$ cat src/rtl/par8_pkg.sv
package par8_pkg;

  typedef enum logic [3:0] {
    OP_CMD   = 4'd0,
    OP_DATA  = 4'd1,
    OP_PIX   = 4'd2,
    OP_FILL  = 4'd3,
    OP_RDPIX = 4'd4,
    OP_RDREG = 4'd5,
    OP_IDXWR = 4'd6,
    OP_IDXRD = 4'd7,
    OP_RESET = 4'd8
  } op_e;

  typedef enum logic [2:0] {K_WR, K_RD, K_TURN, K_BLIP, K_DLY, K_NOP} kind_e;

  typedef enum logic [1:0] {E_IDLE, E_LOW, E_HIGH} eph_e;

  typedef enum logic [1:0] {S_IDLE, S_ISSUE, S_WAIT} seq_e;

  typedef struct packed {
    kind_e      kind;
    logic       cmd;
    logic       drop;
    logic [7:0] val;
    logic       last;
    logic [1:0] dly;
  } step_t;

  // Step table: what bus action step idx of an operation performs.
  function automatic step_t step_of(op_e op, logic [2:0] idx, logic [15:0] data,
                                    logic [7:0] addr, logic fill_odd, logic fill_one);
    step_t s;
    s.kind = K_WR;
    s.cmd  = 1'b0;
    s.drop = 1'b0;
    s.val  = 8'h00;
    s.last = 1'b1;
    s.dly  = 2'd0;
    case (op)
      OP_CMD:  begin s.cmd = 1'b1; s.val = data[7:0]; end
      OP_DATA: s.val = data[7:0];
      OP_PIX:  begin s.val = idx[0] ? data[7:0] : data[15:8]; s.last = idx[0]; end
      OP_FILL: begin s.val = fill_odd ? data[7:0] : data[15:8]; s.last = fill_one; end
      OP_RDPIX: begin
        s.kind = (idx == 3'd0) ? K_TURN : K_RD;
        s.drop = (idx == 3'd1);
        s.last = (idx == 3'd4);
      end
      OP_RDREG: begin
        s.kind = (idx == 3'd0) ? K_WR : (idx == 3'd1) ? K_TURN :
                 (idx == 3'd7) ? K_BLIP : K_RD;
        s.cmd  = (idx == 3'd0);
        s.val  = addr;
        s.drop = (idx == 3'd2);
        s.last = (idx == 3'd7);
      end
      OP_IDXWR: begin
        s.cmd  = (idx < 3'd2);
        s.val  = (idx == 3'd0) ? 8'h00 : (idx == 3'd1) ? addr :
                 (idx == 3'd2) ? data[15:8] : data[7:0];
        s.last = (idx == 3'd3);
      end
      OP_IDXRD: begin
        s.kind = (idx < 3'd2) ? K_WR : (idx == 3'd2) ? K_TURN : K_RD;
        s.cmd  = (idx < 3'd2);
        s.val  = (idx == 3'd0) ? 8'h00 : addr;
        s.last = (idx == 3'd4);
      end
      OP_RESET: begin s.kind = K_DLY; s.dly = idx[1:0]; s.last = (idx == 3'd2); end
      default: s.kind = K_NOP;
    endcase
    return s;
  endfunction

endpackage

$ cat src/rtl/par8_strobe.sv
module par8_strobe
  import par8_pkg::*;
#(
  parameter int LOW_CYC  = 2,
  parameter int HIGH_CYC = 2
) (
  input  logic       clk,
  input  logic       rst_n,
  input  logic       go,
  input  logic       go_rd,
  input  logic       go_cmd,
  input  logic [7:0] go_val,
  output logic       done,
  output logic       smp,
  output logic       wr_n,
  output logic       rd_n,
  output logic       cmd_n,
  output logic [7:0] d_out
);
  localparam int MAXC = (LOW_CYC > HIGH_CYC) ? LOW_CYC : HIGH_CYC;
  localparam int CW   = (MAXC < 2) ? 1 : $clog2(MAXC);
  localparam logic [CW-1:0] LOW_END  = CW'(LOW_CYC - 1);
  localparam logic [CW-1:0] HIGH_END = CW'(HIGH_CYC - 1);

  eph_e          ph, ph_d;
  logic [CW-1:0] cnt, cnt_d;
  logic          rd_q, rd_d, cmd_q, cmd_d;
  logic [7:0]    val_q, val_d;

  always_comb begin
    ph_d  = ph;
    cnt_d = cnt;
    rd_d  = rd_q;
    cmd_d = cmd_q;
    val_d = val_q;
    done  = 1'b0;
    smp   = 1'b0;
    case (ph)
      E_IDLE: if (go) begin
        ph_d  = E_LOW;
        cnt_d = '0;
        rd_d  = go_rd;
        cmd_d = go_cmd;
        if (!go_rd) val_d = go_val;
      end
      E_LOW: if (cnt == LOW_END) begin
        smp   = rd_q;
        ph_d  = E_HIGH;
        cnt_d = '0;
      end else cnt_d = cnt + 1'b1;
      E_HIGH: if (cnt == HIGH_END) begin
        done = 1'b1;
        ph_d = E_IDLE;
      end else cnt_d = cnt + 1'b1;
      default: ph_d = E_IDLE;
    endcase
  end

  always_ff @(posedge clk or negedge rst_n) begin
    if (!rst_n) begin
      ph    <= E_IDLE;
      cnt   <= '0;
      rd_q  <= 1'b0;
      cmd_q <= 1'b0;
      val_q <= 8'h00;
    end else begin
      ph    <= ph_d;
      cnt   <= cnt_d;
      rd_q  <= rd_d;
      cmd_q <= cmd_d;
      val_q <= val_d;
    end
  end

  assign wr_n  = !(ph == E_LOW && !rd_q);
  assign rd_n  = !(ph == E_LOW && rd_q);
  assign cmd_n = !(ph != E_IDLE && cmd_q);
  assign d_out = val_q;
endmodule

$ cat src/rtl/par8_delay.sv
module par8_delay #(
  parameter int W = 24
) (
  input  logic         clk,
  input  logic         rst_n,
  input  logic         load,
  input  logic [W-1:0] val,
  output logic         done
);
  logic [W-1:0] cnt, cnt_d;

  always_comb begin
    if (load)            cnt_d = val;
    else if (cnt != '0)  cnt_d = cnt - 1'b1;
    else                 cnt_d = cnt;
  end

  always_ff @(posedge clk or negedge rst_n) begin
    if (!rst_n) cnt <= '0;
    else        cnt <= cnt_d;
  end

  assign done = (cnt == W'(1));
endmodule

$ cat src/rtl/par8_pix_pack.sv
module par8_pix_pack (
  input  logic [23:0] rgb666,
  output logic [15:0] rgb565
);
  // Each colour byte is 6 bits left-aligned; keep the top 5/6/5 bits.
  assign rgb565 = {rgb666[23:19], rgb666[15:10], rgb666[7:3]};
endmodule

$ cat src/rtl/par8_bus_master.sv
module par8_bus_master
  import par8_pkg::*;
#(
  parameter int CLK_HZ   = 125_000_000,
  parameter int TIME_DIV = 1,
  parameter int LOW_CYC  = 2,
  parameter int HIGH_CYC = 2,
  parameter int CNT_W    = 16
) (
  input  logic             clk,
  input  logic             rst_n,
  input  logic             bus_en,
  input  logic             cmd_valid,
  output logic             cmd_ready,
  input  logic [3:0]       cmd_op,
  input  logic [15:0]      cmd_data,
  input  logic [7:0]       cmd_addr,
  input  logic [CNT_W-1:0] cmd_count,
  output logic             rsp_valid,
  output logic [31:0]      rsp_data,
  output logic             disp_cs_n,
  output logic             disp_cmd_n,
  output logic             disp_wr_n,
  output logic             disp_rd_n,
  output logic             disp_rst_n,
  output logic [7:0]       disp_dout,
  output logic             disp_doe,
  input  logic [7:0]       disp_din
);
  localparam int MS_RAW   = CLK_HZ / 1000 / TIME_DIV;
  localparam int MS_CYC   = (MS_RAW < 1) ? 1 : MS_RAW;
  localparam int PRE_CYC  = 15 * MS_CYC;
  localparam int HOLD_CYC = 2 * MS_CYC;
  localparam int POST_CYC = 100 * MS_CYC;
  localparam int DW       = $clog2(POST_CYC + 1);

  seq_e             st, st_d;
  op_e              op_q, op_d;
  logic [15:0]      data_q, data_d;
  logic [7:0]       addr_q, addr_d;
  logic [2:0]       idx_q, idx_d;
  logic [CNT_W:0]   left_q, left_d;
  logic [31:0]      shift_q, shift_d, rsp_q, rsp_d;
  logic             oe_q, oe_d, cs_q, cs_d, rst_q, rst_d, rv_q, rv_d;
  logic             finish, eng_go, eng_done, eng_smp, dly_load, dly_done;
  logic [DW-1:0]    dly_val;
  logic [15:0]      packed565;
  step_t            stp;

  assign stp = step_of(op_q, idx_q, data_q, addr_q, left_q[0], left_q == (CNT_W+1)'(1));

  par8_pix_pack u_pack (.rgb666(shift_q[23:0]), .rgb565(packed565));

  par8_strobe #(.LOW_CYC(LOW_CYC), .HIGH_CYC(HIGH_CYC)) u_strobe (
    .clk(clk), .rst_n(rst_n), .go(eng_go), .go_rd(stp.kind == K_RD), .go_cmd(stp.cmd),
    .go_val(stp.val), .done(eng_done), .smp(eng_smp), .wr_n(disp_wr_n), .rd_n(disp_rd_n),
    .cmd_n(disp_cmd_n), .d_out(disp_dout));

  par8_delay #(.W(DW)) u_delay (
    .clk(clk), .rst_n(rst_n), .load(dly_load), .val(dly_val), .done(dly_done));

  always_comb begin
    case (stp.dly)
      2'd0:    dly_val = DW'(PRE_CYC);
      2'd1:    dly_val = DW'(HOLD_CYC);
      default: dly_val = DW'(POST_CYC);
    endcase
  end

  always_comb begin
    st_d = st; op_d = op_q; data_d = data_q; addr_d = addr_q; idx_d = idx_q;
    left_d = left_q; shift_d = shift_q; rsp_d = rsp_q; oe_d = oe_q; rv_d = 1'b0;
    finish = 1'b0; eng_go = 1'b0; dly_load = 1'b0;
    case (st)
      S_IDLE: if (cmd_valid) begin
        op_d    = op_e'(cmd_op);
        data_d  = cmd_data;
        addr_d  = cmd_addr;
        idx_d   = 3'd0;
        left_d  = {cmd_count, 1'b0};
        shift_d = '0;
        st_d    = S_ISSUE;
      end
      S_ISSUE: begin
        if (op_q == OP_FILL && left_q == '0) finish = 1'b1;
        else begin
          case (stp.kind)
            K_WR, K_RD: begin eng_go = 1'b1; st_d = S_WAIT; end
            K_DLY:      begin dly_load = 1'b1; st_d = S_WAIT; end
            K_TURN, K_BLIP: begin
              if (stp.kind == K_TURN) oe_d = 1'b0;
              if (stp.last) finish = 1'b1;
              else idx_d = idx_q + 3'd1;
            end
            default: finish = 1'b1;
          endcase
        end
      end
      S_WAIT: begin
        if (eng_smp && !stp.drop) shift_d = {shift_q[23:0], disp_din};
        if (eng_done || dly_done) begin
          if (stp.last) finish = 1'b1;
          else begin
            idx_d  = idx_q + 3'd1;
            left_d = left_q - 1'b1;
            st_d   = S_ISSUE;
          end
        end
      end
      default: st_d = S_IDLE;
    endcase
    if (finish) begin
      st_d = S_IDLE;
      oe_d = 1'b1;
      case (op_q)
        OP_RDPIX: begin rv_d = 1'b1; rsp_d = {16'h0, packed565}; end
        OP_RDREG: begin rv_d = 1'b1; rsp_d = shift_q; end
        OP_IDXRD: begin rv_d = 1'b1; rsp_d = {16'h0, shift_q[15:0]}; end
        default: ;
      endcase
    end
    cs_d  = ((op_q == OP_RESET) && (st != S_IDLE)) ||
            ((st == S_ISSUE) && (stp.kind == K_BLIP)) ? 1'b1 : !bus_en;
    rst_d = !((op_q == OP_RESET) && (st == S_WAIT) && (idx_q == 3'd1));
  end

  always_ff @(posedge clk or negedge rst_n) begin
    if (!rst_n) begin
      st <= S_ISSUE; op_q <= OP_RESET; data_q <= '0; addr_q <= '0; idx_q <= '0;
      left_q <= '0; shift_q <= '0; rsp_q <= '0; oe_q <= 1'b1; cs_q <= 1'b1;
      rst_q <= 1'b1; rv_q <= 1'b0;
    end else begin
      st <= st_d; op_q <= op_d; data_q <= data_d; addr_q <= addr_d; idx_q <= idx_d;
      left_q <= left_d; shift_q <= shift_d; rsp_q <= rsp_d; oe_q <= oe_d; cs_q <= cs_d;
      rst_q <= rst_d; rv_q <= rv_d;
    end
  end

  assign cmd_ready  = (st == S_IDLE);
  assign rsp_valid  = rv_q;
  assign rsp_data   = rsp_q;
  assign disp_cs_n  = cs_q;
  assign disp_rst_n = rst_q;
  assign disp_doe   = oe_q;
endmodule

$ cat config.mk
export PLATFORM = sky130hd
export DESIGN_NAME = par8_bus_master
export DESIGN_NICKNAME = d
export VERILOG_FILES = /design/src/rtl/par8_pkg.sv /design/src/rtl/par8_strobe.sv /design/src/rtl/par8_delay.sv /design/src/rtl/par8_pix_pack.sv /design/src/rtl/par8_bus_master.sv
export SDC_FILE = /design/constraint.sdc
export NUM_CORES = 1
export LEC_CHECK = 0
export BUFFER_PORTS_ARGS = -buffer_cell sky130_fd_sc_hd__buf_2
export CORE_ASPECT_RATIO = 1.5
export CORE_UTILIZATION = 50
export DETAILED_ROUTE_END_ITERATION = 8
export PLACE_DENSITY = 0.73
export SYNTH_ARGS = -nofsm -noshare
export SYNTH_HDL_FRONTEND = slang
export SYNTH_SLANG_ARGS = --single-unit
$ cat constraint.sdc
create_clock -name clk -period 3.1 [get_ports clk]
set_clock_uncertainty 0.2 [all_clocks]
set_input_delay 0.62 -clock clk [delete_from_list [all_inputs] [get_ports clk]]
set_output_delay 0.62 -clock clk [all_outputs]
set_load 0.03 [all_outputs]
## After elaboration in Yosys (flattened, before gate mapping)

Index checks and enable logic that the tools add are counted.

- $lt $le $gt $ge: 1
- Add/sub/neg operators: 4
- Eq/ne operators: 39
- Multiplexer cells: 73
- Reductions and logical operators: 55
- Bitwise gates (word level): 1

Operators with widths:

| kind | count |
|---|---|
| $pmux 32 s3 | 1 |
| $mux 32 | 2 |
| $pmux 32 s2 | 1 |
| $mux 17 | 3 |
| $mux 24 | 2 |
| $mux 8 | 6 |
| $pmux 24 s2 | 1 |
| $pmux 8 s6 | 1 |
| $pmux 17 s2 | 1 |
| $mux 2 | 16 |
| $eq 24x1->1 const B | 1 |
| $mux 1 | 24 |
| $reduce_bool 24->1 | 1 |
| $sub 24x1->24 const B | 1 |
| $eq 17x1->1 const B | 1 |
| $logic_not 17->1 | 1 |
| $sub 17x1->17 const B | 1 |
| $eq 4x3->1 const B | 4 |
| $mux 3 | 5 |
| $pmux 3 s5 | 1 |
| $ne 2x2->1 const B | 7 |
| $reduce_bool 2->1 | 7 |
| $eq 3x2->1 const B | 4 |
| $ne 3x3->1 const B | 4 |
| other kinds (32) | 77 |

- Register bits: 155
- Word-level logic and storage cells: 191

## Longest topological paths before layout

- Depth in word-level cells: 12
- Gate-level depth with buffers: 11

## By module

A second synthesis with hierarchy kept.

- Cell total of the unflattened synthesis: 806
- Area, all modules: 8,455.6 um2

Modules (own cells, without submodules):

| module | instances | area an instance (um2) | seq. area each (um2) | cells each |
|---|---|---|---|---|
| par8_bus_master | 1 | 6,129.6 | 2,959.1 | 586 |
| par8_delay | 1 | 1,539.0 | 600.6 | 156 |
| par8_strobe | 1 | 666.9 | 325.3 | 48 |
| par8_pix_pack | 1 | 120.1 | 0.0 | 16 |

## Least setup slack after synthesis

Ideal clock, no wire load.

- Path type: register to register
- From: register u_delay.cnt[4]
- To: register rsp_q[10], in the netlist rsp_data[10]
- Setup slack: 45 ps
- Data required time: 2,775 ps
- Path buffers: 1
- Stages on the path, launching flop included: 8
- Arrival time: 2,730 ps
- Setup time: 125 ps
- Cell sequence: dfrtp_1 > or4_4 > or4_4 > o41ai_4 > o211ai_1 > a31oi_4 > buf_4 > mux2_2

- Cells in the longest elaborated chain, start to end: 5

RTL lines:

| item | line | source |
|---|---|---|
| start, declared | par8_delay.sv:10 | `logic [W-1:0] cnt, cnt_d;` |
| start signal, assigned | par8_delay.sv:20 | `else cnt <= cnt_d;` |
| $eq 24x1->1 | par8_delay.sv:23 | `assign done = (cnt == W'(1));` |
| $logic_or 1x1->1 | par8_bus_master.sv:101 | `if (eng_done \|\| dly_done) begin` |
| $mux 1 | par8_bus_master.sv:101 |  |
| $pmux 1 s2 | par8_bus_master.sv:74 | `case (st)` |
| $reduce_and 2->1 (no line) | n/a |  |
| end signal, assigned | par8_bus_master.sv:130 | `left_q <= '0; shift_q <= '0; rsp_q <= '0; oe_q <= 1'b1; cs_q <= 1'b1;` |
| end signal, assigned | par8_bus_master.sv:134 | `left_q <= left_d; shift_q <= shift_d; rsp_q <= rsp_d; oe_q <= oe_d; cs_q <= cs_d;` |
| end, declared | par8_bus_master.sv:43 | `logic [31:0] shift_q, shift_d, rsp_q, rsp_d;` |

Every way passes these cells.
A chain may end at the register's enable or synchronous reset.

## Final worst setup path

- From: register u_delay.cnt[4]
- To: register st[0]

- Cells in the longest elaborated chain, start to end: 6

RTL lines:

| item | line | source |
|---|---|---|
| $eq 24x1->1 (*) | par8_delay.sv:23 |  |
| $logic_or 1x1->1 (*) | par8_bus_master.sv:101 |  |
| $mux 1 | par8_bus_master.sv:101 |  |
| $pmux 1 s2 | par8_bus_master.sv:74 |  |
| $ne 3x3->1 (no line) or $ne 3x2->1 (tied branches) | n/a |  |
| $reduce_and 5->1 (no line) | n/a |  |
| end signal, assigned | par8_bus_master.sv:133 | `st <= st_d; op_q <= op_d; data_q <= data_d; addr_q <= addr_d; idx_q <= idx_d;` |
| end, declared | par8_bus_master.sv:37 | `seq_e st, st_d;` |

Mark *: on every way between the ends. The rest lies on a longest branch, timed or not.

==> impl_metrics.env <==
export IMPL_status="finished, violations left"
export IMPL_violations="negative setup slack"
export IMPL_syn_nets=846
export IMPL_hpwl_mm=12.8
export IMPL_worst_setup_path_end_kind="register"
export IMPL_worst_pin_slew_ps=1260
export IMPL_maxCapViolations=0
export IMPL_synth_flop_cell="dfrtp_1"
export IMPL_synthTopCellsByArea="dfrtp_1 48%, mux2_2 11%, nand2_1 5.7%"
export IMPL_via_per_inst=5.69
export IMPL_numCtsBuffers=17
export IMPL_grt_pass1_wl_mm=30.0
export IMPL_die_area_um2=16100
export IMPL_ys_ff_latch=155
export IMPL_clk_root_buffer_cell="clkbuf_16"
export IMPL_gp_congestion=0.946
export IMPL_fp_row_count=55
export IMPL_fin_crit_ps=3130
export IMPL_die_h_um=155
export IMPL_worstPathRequired_ps=3260
export IMPL_pwr_share_comb=0.402
export IMPL_seqPwrFrac=0.368
export IMPL_irDropWorstVdd_uv=521
export IMPL_cts_tree="done"
export IMPL_antenna_found_initial=0
export IMPL_overflow=0
export IMPL_hp_class="primary input to register"
export IMPL_wirelength_mm=18.3
export IMPL_crit_type="register to register"
export IMPL_p_switching_mw=3.73
export IMPL_critPathMaxFanout=4
export IMPL_synthCells=771
export IMPL_die_width_um=104
export IMPL_p_clk_frac=0.230
export IMPL_worst_slack_ps=-28.6
export IMPL_port_buffers=103
export IMPL_multiInputGateArea_um2=3700
export IMPL_setup_viol=5
export IMPL_ioPinCount=104
export IMPL_fin_nets=970
export IMPL_synth_top_area_frac=0.481
export IMPL_dp_cells=1073
export IMPL_drtPass1Iterations=5
export IMPL_ys_seq_area_frac=0.498
export IMPL_async_flop_share=1.00
export IMPL_drt_iter0_markers=326
export IMPL_placed_cell_area_um2=8750
export IMPL_fin_crit_sh=1.01
export IMPL_path_clk_slew_ps=70
export IMPL_yosysUniqueCellTypes=56
export IMPL_drt_antenna_violating_nets=0
export IMPL_p_leak_nw=4.27
export IMPL_startpoint_type="register"
export IMPL_routed_via_count=6298
export IMPL_clock_latency_ps=430
export IMPL_hold_violations=0
export IMPL_nFillCells=1278
export IMPL_max_freq_ghz=0.320
export IMPL_grt_start_max_net_pins=65
export IMPL_drc=0
export IMPL_final_cells=1107
export IMPL_final_max_slew_viol_count=0
export IMPL_utilization=0.620
export IMPL_cts_htree_levels=4
export IMPL_area_growth_pct=20.4
export IMPL_synth_commonest_cells="150 x dfrtp_1, 118 x nand2_1, 77 x mux2_2"
export IMPL_drive_gt1_frac=0.304
export IMPL_grtUsageTotal=0.234
export IMPL_fin_area_um2=9390
export IMPL_holdWs_ps=214
export IMPL_wire_per_inst_um=16.5
export IMPL_intPower_mw=5.29
export IMPL_core_area_um2=15100
export IMPL_worstPathArrival_ps=3290
export IMPL_swShare=0.413
export IMPL_synth_edf_count=0
export IMPL_start_util=0.515
export IMPL_ys_warn_count=0
export IMPL_grt_pass1_vias=6101
export IMPL_layout_area_seq_um2=3880
export IMPL_netlist_top_cell_by_area="dfrtp_1"
export IMPL_syn_mean_instance_area_um2=10.1
export IMPL_cts_buffer_depth=2
export IMPL_power_density_nw_per_um2=960
export IMPL_syn_cell_area_um2=7800
export IMPL_rsz0062_at_grt="true"
export IMPL_cts_sinks=155
export IMPL_slew_headroom=0.157
export IMPL_antenna_cells=0
export IMPL_synth_most_common_cell="dfrtp_1"
export IMPL_p_total_mw=9.02
-- cell type report --
cell class / count / area share
clock buffer: 17 / 0.0453
clock inverter: 15 / 0.0184
inverter: 21 / 0.00839
multi-input combinational: 553 / 0.394
sequential: 155 / 0.414
tap: 199 / 0.0265
timing repair buffer: 147 / 0.0941
-- stage by stage --
stage / setup TNS, ps / setup slack, ps
4_1_cts: -47.3 / -46.9
3_3_place_gp: 0 / 11.3
5_1_grt: -1630 / -111
3_5_place_dp: -30.9 / -30.9
6_report: -36.2 / -28.6
2_1_floorplan: 0 / 45.4
-- critical path, stage by stage, from the launching register on --
cell and delay, ps:
dfrtp_1 380, or4_4 540, or4_4 550, o41ai_4 260
buf_4 180, o211ai_2 80, or2_4 250, or4_4 490
a21oi_2 140
-- path summary, 6_finish.rpt --
kind                                start     endpoint  cells past startpoint  slack (ps)
min in group asynchronous           rst_n    left_q[6]                      2         480
max in group asynchronous           rst_n      op_q[3]                      3        1450
setup reg to reg           u_delay.cnt[4]        st[0]                      8         -30
hold reg to reg               shift_q[24]  shift_q[24]                      2         270
setup / recovery           u_delay.cnt[4]        st[0]                      8         -30
hold / removal                cmd_addr[4]    addr_q[4]                      2         210
-- power by group through the flow --
stage	Sequential [mW]	Combinational (mW)	Clock (mW)
CTS	3.31	3.58	2.11
floorplan	3.30	2.43	0
detailed placement	3.33	3.54	0
global placement	3.30	3.47	0
global route	3.40	3.97	2.20
finish	3.31	3.63	2.07
-- registers in the layout, indices dropped and copies added, names as in the netlist --
signal          flops
shift_q            32
u_strobe.d_out      8
u_delay.cnt        24
u_strobe.cmd_q      1
rsp_valid           1
data_q             16
u_strobe.rd_q       1
op_q                4
addr_q              8
idx_q               3
rsp_data           32
disp_doe            1
u_strobe.ph         2
u_strobe.cnt        1
disp_rst_n          1
st                  2
left_q             17
disp_cs_n           1
-- per-layer routing --
layer / up-vias / part of all wire / track usage
met2: 183 / 0.52 / 0.413
met5: - / 0 / 0
li1: 3024 / - / -
met3: 38 / 0.047 / 0.0486
met4: 0 / 0.028 / 0.0966
met1: 3053 / 0.40 / 0.277
-- kinds of logic after synthesis --
group	synth area share
buffers and inverters	0.0323
AO/OA/AOI/OAI	0.136
multiplexers	0.119
AND/OR/NAND/NOR	0.162
XOR/XNOR	0.0225
adder cells (fa/ha/maj)	0.0305
flip-flops	0.498
-- placed cells by master (no fill, tap or decap), drive strengths merged, types with 6 or more instances in the layout --
master,instances
clkinv,6
dfrtp,150
nand3,19
nand2,118
or3,10
mux2,77
nor3,14
o31ai,6
nand2b,12
o21ai,60
ha,19
o22ai,12
buf,146
mux2i,6
inv,29
and3,16
nor4,15
clkbuf,17
nor2,39
a31oi,15
xnor2,15
a21oi,37
or4,7
a222oi,8
-- what timing repair did --
item / 4_1_cts / 5_1_grt
hold buffers: 1 / 0
endpoints found under the hold margin: 45 / 0
resized for setup: 1 / 7
cloned: 0 / 0
endpoints found under the setup margin: 7 / 44
buffers inserted: 0 / 1
pin swaps: 1 / 1
Power figures use the tool's default switching activity.
